### src/rtl/cs_chan_pkg.sv
package cs_chan_pkg;

    localparam int CTRL_W     = 4;
    localparam int IX_TX_XBAR = 3;
    localparam int IX_TX_MUX  = 2;
    localparam int IX_RX_DMX  = 1;
    localparam int IX_RX_XBAR = 0;

    typedef logic [CTRL_W-1:0] ctrl_word_t;

    typedef struct packed {
        logic       chan;
        ctrl_word_t eff;
        ctrl_word_t want;
    } tx_beat_t;

    typedef struct packed {
        logic       out_c;
        logic       out_d;
        ctrl_word_t eff;
        ctrl_word_t want;
    } rx_beat_t;

    function automatic logic [1:0] path_code(input ctrl_word_t w);
        logic src;
        logic dst;
        src = w[IX_TX_XBAR] ^ w[IX_TX_MUX];
        dst = w[IX_RX_DMX] ^ w[IX_RX_XBAR];
        return {src, dst};
    endfunction

endpackage

### src/rtl/cs_xbar.sv
module cs_xbar #(
    parameter int WIDTH = 1
) (
    input  logic [WIDTH-1:0] in_a,
    input  logic [WIDTH-1:0] in_b,
    input  logic             sel,
    output logic [WIDTH-1:0] to_c,
    output logic [WIDTH-1:0] to_d
);

    always_comb begin
        to_c = sel ? in_b : in_a;
        to_d = sel ? in_a : in_b;
    end

endmodule

### src/rtl/cs_zone_pipe.sv
module cs_zone_pipe #(
    parameter int WIDTH = 8,
    parameter int DEPTH = 4
) (
    input  logic             clk,
    input  logic             rst,
    input  logic [WIDTH-1:0] din,
    output logic [WIDTH-1:0] dout
);

    localparam int LAST = DEPTH - 1;

    typedef struct packed {
        logic [DEPTH-1:0][WIDTH-1:0] stage;
    } pipe_state_t;

    pipe_state_t st_d;
    pipe_state_t st_q;

    always_comb begin
        st_d = st_q;
        if (rst) begin
            st_d.stage = '0;
        end else begin
            st_d.stage[0] = din;
            for (int i = 1; i < DEPTH; i++) begin
                st_d.stage[i] = st_q.stage[i-1];
            end
        end
    end

    always_ff @(posedge clk) begin
        st_q <= st_d;
    end

    assign dout = st_q.stage[LAST];

    generate
        if (DEPTH > 1) begin : g_adv_chk
            AST_PIPE_ADVANCE: assert property (@(posedge clk) disable iff (rst)
                !$past(rst) |-> st_q.stage[LAST] == $past(st_q.stage[LAST-1]));
        end
    endgenerate

endmodule

### src/rtl/cs_fault_inject.sv
module cs_fault_inject
    import cs_chan_pkg::*;
(
    input  ctrl_word_t ctrl_in,
    input  ctrl_word_t force_en,
    input  ctrl_word_t force_val,
    output ctrl_word_t ctrl_eff
);

    genvar gi;
    generate
        for (gi = 0; gi < CTRL_W; gi++) begin : g_line
            assign ctrl_eff[gi] = force_en[gi] ? force_val[gi] : ctrl_in[gi];
        end
    endgenerate

endmodule

### src/rtl/cs_tx_stage.sv
module cs_tx_stage
    import cs_chan_pkg::*;
#(
    parameter int ZONES = 4
) (
    input  logic       clk,
    input  logic       rst,
    input  logic       snd_a,
    input  logic       snd_b,
    input  ctrl_word_t eff,
    input  ctrl_word_t want,
    output tx_beat_t   beat_out
);

    localparam int BEAT_W = $bits(tx_beat_t);

    logic     xb_c;
    logic     xb_d;
    tx_beat_t beat_d;
    logic [BEAT_W-1:0] pipe_out;

    cs_xbar #(.WIDTH(1)) u_xbar (
        .in_a (snd_a),
        .in_b (snd_b),
        .sel  (eff[IX_TX_XBAR]),
        .to_c (xb_c),
        .to_d (xb_d)
    );

    always_comb begin
        beat_d      = '0;
        beat_d.chan = eff[IX_TX_MUX] ? xb_d : xb_c;
        beat_d.eff  = eff;
        beat_d.want = want;
        if (eff[IX_TX_XBAR] == eff[IX_TX_MUX]) begin
            AST_TX_PICK_A: assert (beat_d.chan == snd_a);
        end else begin
            AST_TX_PICK_B: assert (beat_d.chan == snd_b);
        end
    end

    cs_zone_pipe #(.WIDTH(BEAT_W), .DEPTH(ZONES)) u_pipe (
        .clk  (clk),
        .rst  (rst),
        .din  (beat_d),
        .dout (pipe_out)
    );

    assign beat_out = tx_beat_t'(pipe_out);

endmodule

### src/rtl/cs_rx_stage.sv
module cs_rx_stage
    import cs_chan_pkg::*;
#(
    parameter int ZONES = 4
) (
    input  logic     clk,
    input  logic     rst,
    input  tx_beat_t beat_in,
    output rx_beat_t beat_out
);

    localparam int BEAT_W = $bits(rx_beat_t);

    logic     dmx_lo;
    logic     dmx_hi;
    logic     xb_c;
    logic     xb_d;
    rx_beat_t beat_d;
    logic [BEAT_W-1:0] pipe_out;

    always_comb begin
        dmx_lo = beat_in.eff[IX_RX_DMX] ? 1'b0 : beat_in.chan;
        dmx_hi = beat_in.eff[IX_RX_DMX] ? beat_in.chan : 1'b0;
    end

    cs_xbar #(.WIDTH(1)) u_xbar (
        .in_a (dmx_lo),
        .in_b (dmx_hi),
        .sel  (beat_in.eff[IX_RX_XBAR]),
        .to_c (xb_c),
        .to_d (xb_d)
    );

    always_comb begin
        beat_d       = '0;
        beat_d.out_c = xb_c;
        beat_d.out_d = xb_d;
        beat_d.eff   = beat_in.eff;
        beat_d.want  = beat_in.want;
        AST_RX_ONE_ACTIVE: assert (!(xb_c && xb_d));
        if (beat_in.eff[IX_RX_DMX] == beat_in.eff[IX_RX_XBAR]) begin
            AST_RX_TO_C: assert (xb_c == beat_in.chan && !xb_d);
        end else begin
            AST_RX_TO_D: assert (xb_d == beat_in.chan && !xb_c);
        end
    end

    cs_zone_pipe #(.WIDTH(BEAT_W), .DEPTH(ZONES)) u_pipe (
        .clk  (clk),
        .rst  (rst),
        .din  (beat_d),
        .dout (pipe_out)
    );

    assign beat_out = rx_beat_t'(pipe_out);

endmodule

### src/rtl/cs_channel.sv
module cs_channel
    import cs_chan_pkg::*;
#(
    parameter int TX_ZONES = 4,
    parameter int RX_ZONES = 4
) (
    input  logic       clk,
    input  logic       rst,
    input  logic       snd_a_i,
    input  logic       snd_b_i,
    input  logic [3:0] ctrl_i,
    input  logic [3:0] force_en_i,
    input  logic [3:0] force_val_i,
    output logic       rcv_c_o,
    output logic       rcv_d_o,
    output logic [1:0] path_eff_o,
    output logic [1:0] path_ref_o,
    output logic       path_err_o
);

    ctrl_word_t eff_word;
    tx_beat_t   tx_beat;
    rx_beat_t   rx_beat;

    cs_fault_inject u_inject (
        .ctrl_in   (ctrl_i),
        .force_en  (force_en_i),
        .force_val (force_val_i),
        .ctrl_eff  (eff_word)
    );

    cs_tx_stage #(.ZONES(TX_ZONES)) u_tx (
        .clk      (clk),
        .rst      (rst),
        .snd_a    (snd_a_i),
        .snd_b    (snd_b_i),
        .eff      (eff_word),
        .want     (ctrl_i),
        .beat_out (tx_beat)
    );

    cs_rx_stage #(.ZONES(RX_ZONES)) u_rx (
        .clk      (clk),
        .rst      (rst),
        .beat_in  (tx_beat),
        .beat_out (rx_beat)
    );

    always_comb begin
        rcv_c_o    = rx_beat.out_c;
        rcv_d_o    = rx_beat.out_d;
        path_eff_o = path_code(rx_beat.eff);
        path_ref_o = path_code(rx_beat.want);
        path_err_o = (path_eff_o != path_ref_o);
    end

    AST_OUT_EXCLUSIVE: assert property (@(posedge clk) disable iff (rst)
        !(rcv_c_o && rcv_d_o));

endmodule

### config.mk
export PLATFORM = sky130hd
export DESIGN_NAME = cs_channel
export DESIGN_NICKNAME = d
export VERILOG_FILES = /design/src/rtl/cs_chan_pkg.sv /design/src/rtl/cs_xbar.sv /design/src/rtl/cs_zone_pipe.sv /design/src/rtl/cs_fault_inject.sv /design/src/rtl/cs_tx_stage.sv /design/src/rtl/cs_rx_stage.sv /design/src/rtl/cs_channel.sv
export SDC_FILE = /design/constraint.sdc
export NUM_CORES = 1
export LEC_CHECK = 0
export BUFFER_PORTS_ARGS = -buffer_cell sky130_fd_sc_hd__buf_2
export CAP_MARGIN = 10
export CORE_ASPECT_RATIO = 2
export CORE_MARGIN = 2
export CORE_UTILIZATION = 40
export DETAILED_ROUTE_END_ITERATION = 8
export PLACE_DENSITY = 0.57
export SYNTH_ARGS = -nofsm -noshare
export SYNTH_HDL_FRONTEND = slang
export SYNTH_HIERARCHICAL = 1
export SYNTH_SLANG_ARGS = --single-unit
### constraint.sdc
create_clock -name clk -period 3.2 [get_ports clk]
set_clock_uncertainty 0.1 [all_clocks]
set_input_delay 0.48 -clock clk [delete_from_list [all_inputs] [get_ports clk]]
set_output_delay 0.48 -clock clk [all_outputs]
set_load 0.1 [all_outputs]
**Word-level counts from Yosys, hierarchy flattened**

Cells that the tools add are included.

- Register bits: 76
- Bits of input ports: 16
- Output and inout port bits: 7
- Logic and storage cells: 24

- Equality and inequality tests: 1
- Multiplexer cells: 11
- Bitwise gates (word level): 4

Operators by type and width:

| cell | count |
|---|---|
| 1-bit 2-to-1 mux | 11 |
| 1-bit bitwise XOR | 4 |
| 2-bit != test | 1 |

**Depth between registers and ports, before layout**

Gate-level depths: netlist (run 1).

- Word-level depth: 3
- Gate-level depth with buffers: 4
- Mapped depth without buffers: 4

**Modules after synthesis**

Netlist (run 1), hierarchy kept.

By module, submodules not included:

| module | instances | cells an instance | area each (µm²) | sequential area each (µm²) |
|---|---|---|---|---|
| cs_zone_pipe (u_rx.u_pipe) | 1 | 94 | 1231.2 | 800.8 |
| cs_zone_pipe (u_tx.u_pipe) | 1 | 84 | 1062.3 | 720.7 |
| cs_fault_inject | 1 | 4 | 60.1 | 0.0 |
| cs_channel | 1 | 7 | 58.8 | 0.0 |
| cs_xbar | 2 | 2 | 22.5 | 0.0 |
| cs_rx_stage | 1 | 2 | 16.3 | 0.0 |
| cs_tx_stage | 1 | 1 | 15.0 | 0.0 |

**Least setup slack after synthesis (run 1)**

Ideal clock, no wire load.

- Kind: register to output
- Start: register u_rx.u_pipe.st_q, in the netlist u_rx/u_pipe/dout[6]
- End: output path_err_o
- Arrival time: 2810 ps
- Data required time: 2620 ps
- Path slack: -190 ps
- Cell stages (with the launch flop): 5
- Path buffers: 1
- Cell sequence: dfxtp_1 > buf_4 > xor2_1 > xor2_1 > or2_1

- Cells in the longest elaborated chain, start to end: 2

Ends and longest elaborated chain:

| element | line | text |
|---|---|---|
| from (decl) | cs_zone_pipe.sv:18 | `pipe_state_t st_q;` |
| from (signal assigned) | cs_zone_pipe.sv:33 | `st_q <= st_d;` |
| 1-bit bitwise XOR | cs_chan_pkg.sv:27 | `src = w[IX_TX_XBAR] ^ w[IX_TX_MUX];` |
| via path_eff_o[1] | cs_channel.sv:16 | `output logic [1:0] path_eff_o,` |
| 2-bit != test | cs_channel.sv:54 | `path_err_o = (path_eff_o != path_ref_o);` |
| to (decl) | cs_channel.sv:18 | `output logic path_err_o` |

The timed path passes the listed nets, and every way through them passes these cells.

**Final worst setup path (run 1)**

- Start: register u_rx.u_pipe.st_q, in the netlist u_rx/u_pipe/dout[7]
- End: output path_err_o

- Cells in the longest elaborated chain, start to end: 2

Ends and longest elaborated chain:

| element | line |
|---|---|
| 1-bit bitwise XOR | cs_chan_pkg.sv:27 |
| 2-bit != test | cs_channel.sv:54 |

Every way passes these cells.

==> impl_metrics.prom, run 1 <==
# TYPE chip_impl_metric gauge
chip_impl_metric{name="wirelength",unit="um"} 2430
chip_impl_metric{name="critical_path_required",unit="ps"} 2620
chip_impl_metric{name="number_of_port_buffers",unit=""} 22
chip_impl_metric{name="ff_latch_area",unit="um2"} 1520
chip_impl_info{name="critical_path.startpoint_type",value="register"} 1
chip_impl_info{name="clk_root_buffer_cell",value="sky130_fd_sc_hd__clkbuf_16"} 1
chip_impl_metric{name="insertedDiodeCount",unit=""} 0
chip_impl_metric{name="synth_warnings",unit=""} 6
chip_impl_metric{name="fmax",unit="MHz"} 479
chip_impl_metric{name="area_share_of_xor_xnor_cells_in_the_synthesized_design",unit=""} 0.0211
chip_impl_metric{name="global_route.overflow_total",unit=""} 0
chip_impl_metric{name="post-cts-setup-buffer-count",unit=""} 0
chip_impl_metric{name="timing.final.crit_share",unit=""} 0.652
chip_impl_metric{name="max-cap-violations",unit=""} 0
chip_impl_info{name="regToRegStartpoint",value="u_tx/u_pipe/dout[5]$_SDFF_PP0_"} 1
chip_impl_info{name="run_status",value="finished clean"} 1
chip_impl_metric{name="cts_htree_levels",unit=""} 3
chip_impl_metric{name="grt_pass1_vias",unit=""} 1121
chip_impl_metric{name="synth_compound_gate_area_share",unit=""} 0
chip_impl_metric{name="dp.cells",unit=""} 257
chip_impl_metric{name="finish.cell_count_without_fillers",unit=""} 272
chip_impl_metric{name="grt_first_pass_wirelength",unit="um"} 4330
chip_impl_metric{name="detailed_route_via_count",unit=""} 1178
chip_impl_metric{name="yosys.cell_types.count",unit=""} 12
chip_impl_metric{name="grt_antenna_before_repair",unit=""} 0
chip_impl_metric{name="dieArea",unit="um2"} 6910
chip_impl_metric{name="timing.final.setup_violations",unit=""} 0
chip_impl_metric{name="multi_input_comb_area",unit="um2"} 791
chip_impl_metric{name="ir_drop_worst_case_vdd",unit="V"} 0.000356
chip_impl_metric{name="post_synth_fa_ha_maj_area_fraction",unit=""} 0
chip_impl_metric{name="yosys.area.top_type_share",unit=""} 0.611
chip_impl_metric{name="postCtsResizedCells",unit=""} 0
chip_impl_metric{name="ys_ff_latch",unit=""} 76
chip_impl_metric{name="clkSinkCount",unit=""} 76
chip_impl_metric{name="die_height",unit="um"} 116
chip_impl_metric{name="timing.hold.worst_path_depth",unit=""} 2
chip_impl_metric{name="ctsHoldBuffers",unit=""} 0
chip_impl_metric{name="insertion_delay",unit="ps"} 320
chip_impl_metric{name="final-max-slew-violation-count",unit=""} 0
chip_impl_metric{name="p_leak",unit="uW"} 0.00118
chip_impl_info{name="timing.critical_path.slowest_stage_cell",value="sky130_fd_sc_hd__buf_2"} 1
chip_impl_metric{name="synthesis.area",unit="um2"} 2490
chip_impl_metric{name="design.core.area",unit="um2"} 6010
chip_impl_metric{name="worst-r2r-setup-slack",unit="ps"} 2040
chip_impl_metric{name="vias_per_cell",unit=""} 4.33
chip_impl_info{name="synth_top_cells_by_area",value="sky130_fd_sc_hd__dfxtp_1, sky130_fd_sc_hd__nor2b_2, sky130_fd_sc_hd__nor2b_1, sky130_fd_sc_hd__buf_4, sky130_fd_sc_hd__mux2_4"} 1
chip_impl_metric{name="setup_tns",unit="ps"} 0
chip_impl_info{name="regToRegEndpoint",value="u_rx/u_pipe/st_q[9]$_SDFF_PP0_"} 1
chip_impl_info{name="synth_top_family_by_area",value="simple AND/OR/NAND/NOR gates"} 1
chip_impl_metric{name="finalWorstPathRequiredPeriod",unit="ps"} 2090
chip_impl_metric{name="r2r_cells",unit=""} 3
chip_impl_metric{name="syn_area_per_cell",unit="um2"} 12.7
chip_impl_metric{name="global_route.usage.total",unit=""} 0.0886
chip_impl_info{name="min_from",value="ctrl_i[0]"} 1
chip_impl_metric{name="detailedPlacementHpwl",unit="um"} 1480
chip_impl_metric{name="final.hold.worst_slack",unit="ps"} 285
chip_impl_metric{name="fill_cells",unit=""} 555
chip_impl_info{name="critical_path.cell_chain",value="xor2_2 -> xor2_1 -> or2_1 -> buf_2"} 1
chip_impl_metric{name="crit_path_max_incr_delay",unit="ps"} 410
chip_impl_info{name="timing_worst_setup_path_type",value="reg2out"} 1
chip_impl_metric{name="start_util",unit=""} 0.414
chip_impl_metric{name="ios",unit=""} 23
chip_impl_metric{name="maximum_number_of_pins_on_one_net_before_global_route_repair",unit=""} 29
chip_impl_info{name="holdCritPathClass",value="in2reg"} 1
chip_impl_metric{name="std_cell_rows",unit=""} 40
chip_impl_metric{name="layout-drive-gt1-share",unit=""} 0.416
chip_impl_metric{name="gp_routability_congestion",unit=""} 0.666
chip_impl_metric{name="cp_data_arrival_time",unit="ps"} 1510
chip_impl_metric{name="synth.mux.area_fraction",unit=""} 0.0483
chip_impl_info{name="tritoncts",value="yes"} 1
chip_impl_metric{name="seq_total_area_yosys",unit=""} 0.611
chip_impl_metric{name="powerDensity",unit="nW/um2"} 707
chip_impl_metric{name="num-nets-final",unit=""} 221
chip_impl_metric{name="synth.net_count",unit=""} 212
chip_impl_metric{name="drt_pass1_iterations",unit=""} 3
chip_impl_info{name="library_cell_occupying_the_most_area_in_the_post_synthesis_netlist",value="sky130_fd_sc_hd__dfxtp_1"} 1
chip_impl_metric{name="tritoncts.num_buffers",unit=""} 9
chip_impl_metric{name="drtIter0Drc",unit=""} 11
chip_impl_metric{name="total_power",unit="uW"} 1980
chip_impl_metric{name="max_slew.worst_pin.slew",unit="ps"} 530
chip_impl_metric{name="path_max_fanout",unit=""} 2
chip_impl_metric{name="syn_inst",unit=""} 196
chip_impl_metric{name="hold_viol",unit=""} 0
chip_impl_metric{name="total_buffers_and_inverters_traversed_by_the_critical_path",unit=""} 1
chip_impl_info{name="critPathTopFamily",value="buffers and inverters"} 1
chip_impl_metric{name="clkSlewWorstSetupHoldPaths",unit="ps"} 50
chip_impl_metric{name="drc_violations_left",unit=""} 0
chip_impl_metric{name="simple_logic_cell_fraction_of_the_synthesized_area",unit=""} 0.236
chip_impl_metric{name="drtAntennaViolNets",unit=""} 0
chip_impl_metric{name="maxSlewHeadroom",unit=""} 0.647
chip_impl_info{name="setup_repair_after_global_routing_missed_its_margin",value="no"} 1
chip_impl_metric{name="area_overhead_vs_synth",unit="%"} 12.6
chip_impl_info{name="worst_setup_path_end_kind",value="primary output"} 1
chip_impl_metric{name="routedWlPerCell",unit="um"} 8.94
chip_impl_info{name="hold_end",value="u_tx/u_pipe/st_q[0]$_SDFF_PP0_"} 1
chip_impl_metric{name="fp.dieW",unit="um"} 59.8
chip_impl_metric{name="cts.path.max_buffers",unit=""} 2
==> layout make-up <==
class                   instances  share of cell area
repair buffers                 24              0.0447
clock buffers                  13              0.0893
multi-input cells              94               0.282
flip-flops and latches         76               0.543
well taps                      63              0.0281
clock inverters                 2              0.0125
==> where the power goes <==
| group | internal [uW] | switching (uW) |
|---|---|---|
| logic | 32.7 | 29.9 |
| clock network | 619 | 328 |
| registers | 967 | 3.77 |
==> worst reg2reg max path: cells and delay by family (launching register included) <==
kind / cells / cell delay (ps)
simple gates: 2 / 360
mux: 1 / 260
flops: 1 / 330
==> worst max-delay path by stage <==
stage                                               from  slack, ps  cells past startpoint                        endpoint
after global routing      u_rx/u_pipe/dout[7]$_SDFF_PP0_        990                      4                      path_err_o
after floorplan           u_rx/u_pipe/dout[6]$_SDFF_PP0_        370                      4                      path_err_o
after detailed placement                   force_en_i[3]       1380                      5  u_tx/u_pipe/st_q[8]$_SDFF_PP0_
after global placement                     force_en_i[3]       1400                      5  u_tx/u_pipe/st_q[8]$_SDFF_PP0_
after CTS                 u_rx/u_pipe/dout[7]$_SDFF_PP0_       1070                      4                      path_err_o
final                     u_rx/u_pipe/dout[7]$_SDFF_PP0_       1110                      4                      path_err_o
==> cells in the mapped netlist <==
cell type and instances:
sky130_fd_sc_hd__and2_2 1, sky130_fd_sc_hd__and2b_2 7, sky130_fd_sc_hd__buf_4 19, sky130_fd_sc_hd__buf_6 3
sky130_fd_sc_hd__clkbuf_4 4, sky130_fd_sc_hd__dfxtp_1 76, sky130_fd_sc_hd__mux2_2 4, sky130_fd_sc_hd__mux2_4 5
sky130_fd_sc_hd__nor2b_1 40, sky130_fd_sc_hd__nor2b_2 30, sky130_fd_sc_hd__or2_1 1, sky130_fd_sc_hd__xor2_1 6
==> layout by cell type (no fill, tap or decap), types with 3 or more instances in the layout <==
cell,instances
sky130_fd_sc_hd__nor2b_2,30
sky130_fd_sc_hd__mux2_2,4
sky130_fd_sc_hd__dfxtp_1,76
sky130_fd_sc_hd__nor2b_1,40
sky130_fd_sc_hd__xor2_2,4
sky130_fd_sc_hd__clkbuf_16,9
sky130_fd_sc_hd__mux2_4,5
sky130_fd_sc_hd__clkbuf_1,3
sky130_fd_sc_hd__buf_2,22
sky130_fd_sc_hd__and2b_2,7
==> per-layer routing <==
metal,up-vias,global-route usage,wire length [um]
li1,592,-,-
met5,-,0,0
met1,549,0.0756,967
met4,0,0.0844,110
met3,7,0.0402,135
met2,30,0.143,1220
==> kinds of logic (layout without fill, tap and decap cells) <==
group,after synthesis,count (layout)
XOR/XNOR,6,6
buffers and inverters,26,39
flip-flops,76,76
multiplexers,9,9
AND/OR/NAND/NOR,79,79
==> state kept, by name, indices dropped and copies added (netlist names) <==
signal	flops
u_tx/u_pipe/dout	9
u_tx/u_pipe/st_q	27
u_rx/u_pipe/st_q	30
u_rx/u_pipe/dout	10
==> stage by stage <==
step / setup slack, ps / util / area (um2)
finish: 1110 / 0.466 / 2800
global route: 992 / 0.466 / 2800
CTS: 1070 / 0.466 / 2800
detailed placement: 1380 / 0.419 / 2520
global placement: 1400 / 0.419 / 2520
floorplan: 372 / - / 2520
Power figures use the tool's default switching activity.
==> run 2, diff against run 1 <==
--- a/config.mk
+++ b/config.mk
@@ -5,6 +5,7 @@
 export SDC_FILE = /design/constraint.sdc
 export NUM_CORES = 1
 export LEC_CHECK = 0
+export ABC_AREA = 1
 export BUFFER_PORTS_ARGS = -buffer_cell sky130_fd_sc_hd__buf_2
 export CAP_MARGIN = 10
 export CORE_ASPECT_RATIO = 2
==> constraint.sdc (replaced) <==
create_clock -name clk -period 2.2 [get_ports clk]
set_clock_uncertainty 0.1 [all_clocks]
set_input_delay 0.33 -clock clk [delete_from_list [all_inputs] [get_ports clk]]
set_output_delay 0.33 -clock clk [all_outputs]
set_load 0.1 [all_outputs]
==> impl_metrics.prom, run 2 <==
# TYPE chip_impl_metric gauge
chip_impl_metric{name="drc_violations_left",unit=""} 0
chip_impl_metric{name="fp.dieW",unit="um"} 61.2
chip_impl_metric{name="critical_path_required",unit="ps"} 1770
chip_impl_metric{name="dp.cells",unit=""} 409
chip_impl_info{name="timing_worst_setup_path_type",value="reg2out"} 1
chip_impl_info{name="largest_register",value="u_rx/u_pipe/st_q"} 1
chip_impl_metric{name="max_slew.worst_pin.slew",unit="ps"} 516
chip_impl_info{name="synth_top_cells_by_area",value="sky130_fd_sc_hd__dfxtp_1, sky130_fd_sc_hd__inv_1, sky130_fd_sc_hd__nor2_1, sky130_fd_sc_hd__nand2_1, sky130_fd_sc_hd__buf_4"} 1
chip_impl_metric{name="clkSinkCount",unit=""} 76
chip_impl_metric{name="tritoncts.num_buffers",unit=""} 9
chip_impl_info{name="holdCritPathClass",value="in2reg"} 1
chip_impl_metric{name="std_cell_rows",unit=""} 41
chip_impl_metric{name="timing.final.crit_share",unit=""} 0.856
chip_impl_metric{name="setup_tns",unit="ps"} 0
chip_impl_metric{name="drtIter0Drc",unit=""} 23
chip_impl_metric{name="clkSlewWorstSetupHoldPaths",unit="ps"} 50
chip_impl_metric{name="placedInstanceArea",unit="um2"} 2640
chip_impl_metric{name="die_height",unit="um"} 118
chip_impl_metric{name="drtAntennaViolNets",unit=""} 0
chip_impl_info{name="maxUsedRoutingLayer",value="met4"} 1
chip_impl_metric{name="postCtsResizedCells",unit=""} 0
chip_impl_metric{name="syn_inst",unit=""} 327
chip_impl_metric{name="cp_data_arrival_time",unit="ps"} 1450
chip_impl_metric{name="simple_logic_cell_fraction_of_the_synthesized_area",unit=""} 0.191
chip_impl_metric{name="gp_routability_congestion",unit=""} 0.644
chip_impl_metric{name="hold_viol",unit=""} 0
chip_impl_metric{name="drt_pass1_iterations",unit=""} 4
chip_impl_metric{name="total_power",unit="uW"} 2790
chip_impl_metric{name="wirelength",unit="um"} 2830
chip_impl_info{name="setup_repair_after_global_routing_missed_its_margin",value="no"} 1
chip_impl_info{name="commonest_non_fill_non_tap_cell_in_the_layout",value="sky130_fd_sc_hd__inv_1"} 1
chip_impl_metric{name="start_util",unit=""} 0.415
chip_impl_info{name="library_cell_occupying_the_most_area_in_the_post_synthesis_netlist",value="sky130_fd_sc_hd__dfxtp_1"} 1
chip_impl_metric{name="grt_first_pass_wirelength",unit="um"} 5090
chip_impl_metric{name="fmax",unit="MHz"} 531
chip_impl_metric{name="r2r_cells",unit=""} 6
chip_impl_metric{name="synthesis.area",unit="um2"} 2620
chip_impl_metric{name="yosys.cell_types.count",unit=""} 8
chip_impl_metric{name="detailroute.wirelength.met2",unit="um"} 1410
chip_impl_info{name="synth_ff_type",value="sky130_fd_sc_hd__dfxtp_1"} 1
chip_impl_metric{name="finalInstanceArea",unit="um2"} 2910
chip_impl_metric{name="ir_drop_worst_case_vdd",unit="V"} 0.000529
chip_impl_info{name="worst_setup_path_end_kind",value="primary output"} 1
chip_impl_metric{name="wl_met3",unit="um"} 127
chip_impl_metric{name="max-cap-violations",unit=""} 0
chip_impl_metric{name="post-cts-setup-buffer-count",unit=""} 0
chip_impl_metric{name="wirelength_met1",unit="um"} 1220
chip_impl_metric{name="largest_register_ffs",unit=""} 30
chip_impl_metric{name="detailed_route_via_count",unit=""} 1615
chip_impl_metric{name="ys_ff_latch",unit=""} 76
chip_impl_metric{name="ios",unit=""} 23
chip_impl_info{name="post-synth-top-count-cell",value="sky130_fd_sc_hd__inv_1"} 1
chip_impl_info{name="critical_path.startpoint_type",value="register"} 1
chip_impl_metric{name="num-nets-final",unit=""} 350
chip_impl_metric{name="finish.cell_count_without_fillers",unit=""} 424
chip_impl_info{name="clk_root_buffer_cell",value="sky130_fd_sc_hd__clkbuf_16"} 1
chip_impl_info{name="run_status",value="finished clean"} 1
chip_impl_metric{name="yosys.area.top_type_share",unit=""} 0.581
chip_impl_metric{name="final_util",unit=""} 0.461
chip_impl_metric{name="global_route.overflow_total",unit=""} 0
chip_impl_metric{name="path_max_fanout",unit=""} 3
chip_impl_metric{name="synth.net_count",unit=""} 343
chip_impl_metric{name="ctsHoldBuffers",unit=""} 0
chip_impl_metric{name="timing.hold.worst_path_depth",unit=""} 3
chip_impl_metric{name="routedWlPerCell",unit="um"} 6.66
chip_impl_metric{name="seq_total_area_yosys",unit=""} 0.581
chip_impl_metric{name="timing.final.setup_violations",unit=""} 0
chip_impl_metric{name="detailedPlacementHpwl",unit="um"} 1770
chip_impl_metric{name="finalWorstPathRequiredPeriod",unit="ps"} 1880
chip_impl_metric{name="global_route.usage.total",unit=""} 0.0940
chip_impl_metric{name="final-max-slew-violation-count",unit=""} 0
chip_impl_metric{name="synth_warnings",unit=""} 6
chip_impl_metric{name="number_of_port_buffers",unit=""} 22
chip_impl_info{name="synth.top_cells.by_count",value="sky130_fd_sc_hd__inv_1, sky130_fd_sc_hd__dfxtp_1, sky130_fd_sc_hd__nor2_1"} 1
chip_impl_metric{name="area_share_of_xor_xnor_cells_in_the_synthesized_design",unit=""} 0.00669
chip_impl_metric{name="fill_cells",unit=""} 641
chip_impl_metric{name="maxSlewHeadroom",unit=""} 0.656
chip_impl_metric{name="insertion_delay",unit="ps"} 320
chip_impl_metric{name="syn_area_per_cell",unit="um2"} 8.00
chip_impl_metric{name="maximum_number_of_pins_on_one_net_before_global_route_repair",unit=""} 49
chip_impl_metric{name="cts.path.max_buffers",unit=""} 2
chip_impl_metric{name="synth-async-reset-ratio",unit=""} 0
chip_impl_metric{name="synth_compound_gate_area_share",unit=""} 0
chip_impl_metric{name="vias_per_cell",unit=""} 3.81
chip_impl_metric{name="grt_pass1_vias",unit=""} 1417
chip_impl_metric{name="grt_antenna_before_repair",unit=""} 0
chip_impl_metric{name="synth_edf_count",unit=""} 0
chip_impl_metric{name="insertedDiodeCount",unit=""} 0
chip_impl_metric{name="design.core.area",unit="um2"} 6310
chip_impl_metric{name="layout-drive-gt1-share",unit=""} 0.127
chip_impl_info{name="tritoncts",value="yes"} 1
chip_impl_metric{name="powerDensity",unit="nW/um2"} 961
chip_impl_info{name="layout.cells.most_common_list",value="sky130_fd_sc_hd__inv_1, sky130_fd_sc_hd__nor2_1, sky130_fd_sc_hd__dfxtp_1"} 1
chip_impl_metric{name="p_leak",unit="uW"} 0.00134
chip_impl_metric{name="synth.mux.area_fraction",unit=""} 0
chip_impl_metric{name="area_overhead_vs_synth",unit="%"} 11.1
chip_impl_metric{name="post_synth_fa_ha_maj_area_fraction",unit=""} 0
chip_impl_metric{name="dieArea",unit="um2"} 7250
chip_impl_metric{name="cts_htree_levels",unit=""} 3
chip_impl_info{name="synth_top_family_by_area",value="buffers and inverters"} 1
## run 2: cell types whose count changed after synthesis, sizes merged
cell | before | now
buf | 22 | 27
and2 | 1 | 0
xnor2 | 0 | 2
inv | 0 | 92
xor2 | 6 | 0
nor2b | 70 | 0
mux2 | 9 | 0
nor2 | 0 | 81
and2b | 7 | 0
nand2 | 0 | 49
or2 | 1 | 0
clkbuf | 4 | 0
## run 2: power breakdown
group / switching, uW / internal, uW
sequential: 7.09 / 1410
combinational: 54.6 / 31.4
clock: 481 / 814
## run 2: path summary, 6_finish.rpt
path | from | to | slack, ps
worst max-delay path | u_rx/u_pipe/dout[0]$_SDFF_PP0_ | path_err_o | 320
worst min-delay path | ctrl_i[3] | u_tx/u_pipe/st_q[3]$_SDFF_PP0_ | 120
worst max register to register | u_tx/u_pipe/dout[5]$_SDFF_PP0_ | u_rx/u_pipe/st_q[8]$_SDFF_PP0_ | 1330
worst min register to register | u_rx/u_pipe/st_q[10]$_SDFF_PP0_ | u_rx/u_pipe/st_q[20]$_SDFF_PP0_ | 290
## run 2: metal layers
metal | GRT usage | up-vias
met5 | 0 | -
li1 | - | 881
met4 | 0.0652 | 0
met3 | 0.0394 | 6
met1 | 0.0819 | 698
met2 | 0.160 | 30
## run 2: final cells by class
class / count / area [um2] / area share
Multi-Input combinational cell: 132 / 533 / 0.183
Tap cell: 86 / 108 / 0.0370
Clock buffer: 13 / 260 / 0.0895
Sequential cell: 76 / 1520 / 0.523
Clock inverter: 2 / 10.0 / 0.00344
Timing Repair Buffer: 23 / 130 / 0.0448
Inverter: 92 / 345 / 0.119
## run 2: through the flow
step	setup slack (ps)	hold slack [ps]
detailed placement	640	293
CTS	296	115
floorplan	21.7	288
finish	318	125
global route	218	128
global placement	654	289
## run 2: worst max-delay path, stage by stage (launching register included)
cell and delay (ps):
sky130_fd_sc_hd__dfxtp_1 320, sky130_fd_sc_hd__nor2_1 180, sky130_fd_sc_hd__nor2_4 60, sky130_fd_sc_hd__nand2_1 60, sky130_fd_sc_hd__nand2_1 50, sky130_fd_sc_hd__nand2_1 50
sky130_fd_sc_hd__buf_2 410
## run 2: logic make-up (layout without fill, tap and decap cells)
family / Yosys count / in the layout
xor gates and xnor gates: 2 / 2
buffers and inverters: 119 / 130
DFF: 76 / 76
and+or+nand+nor: 130 / 130
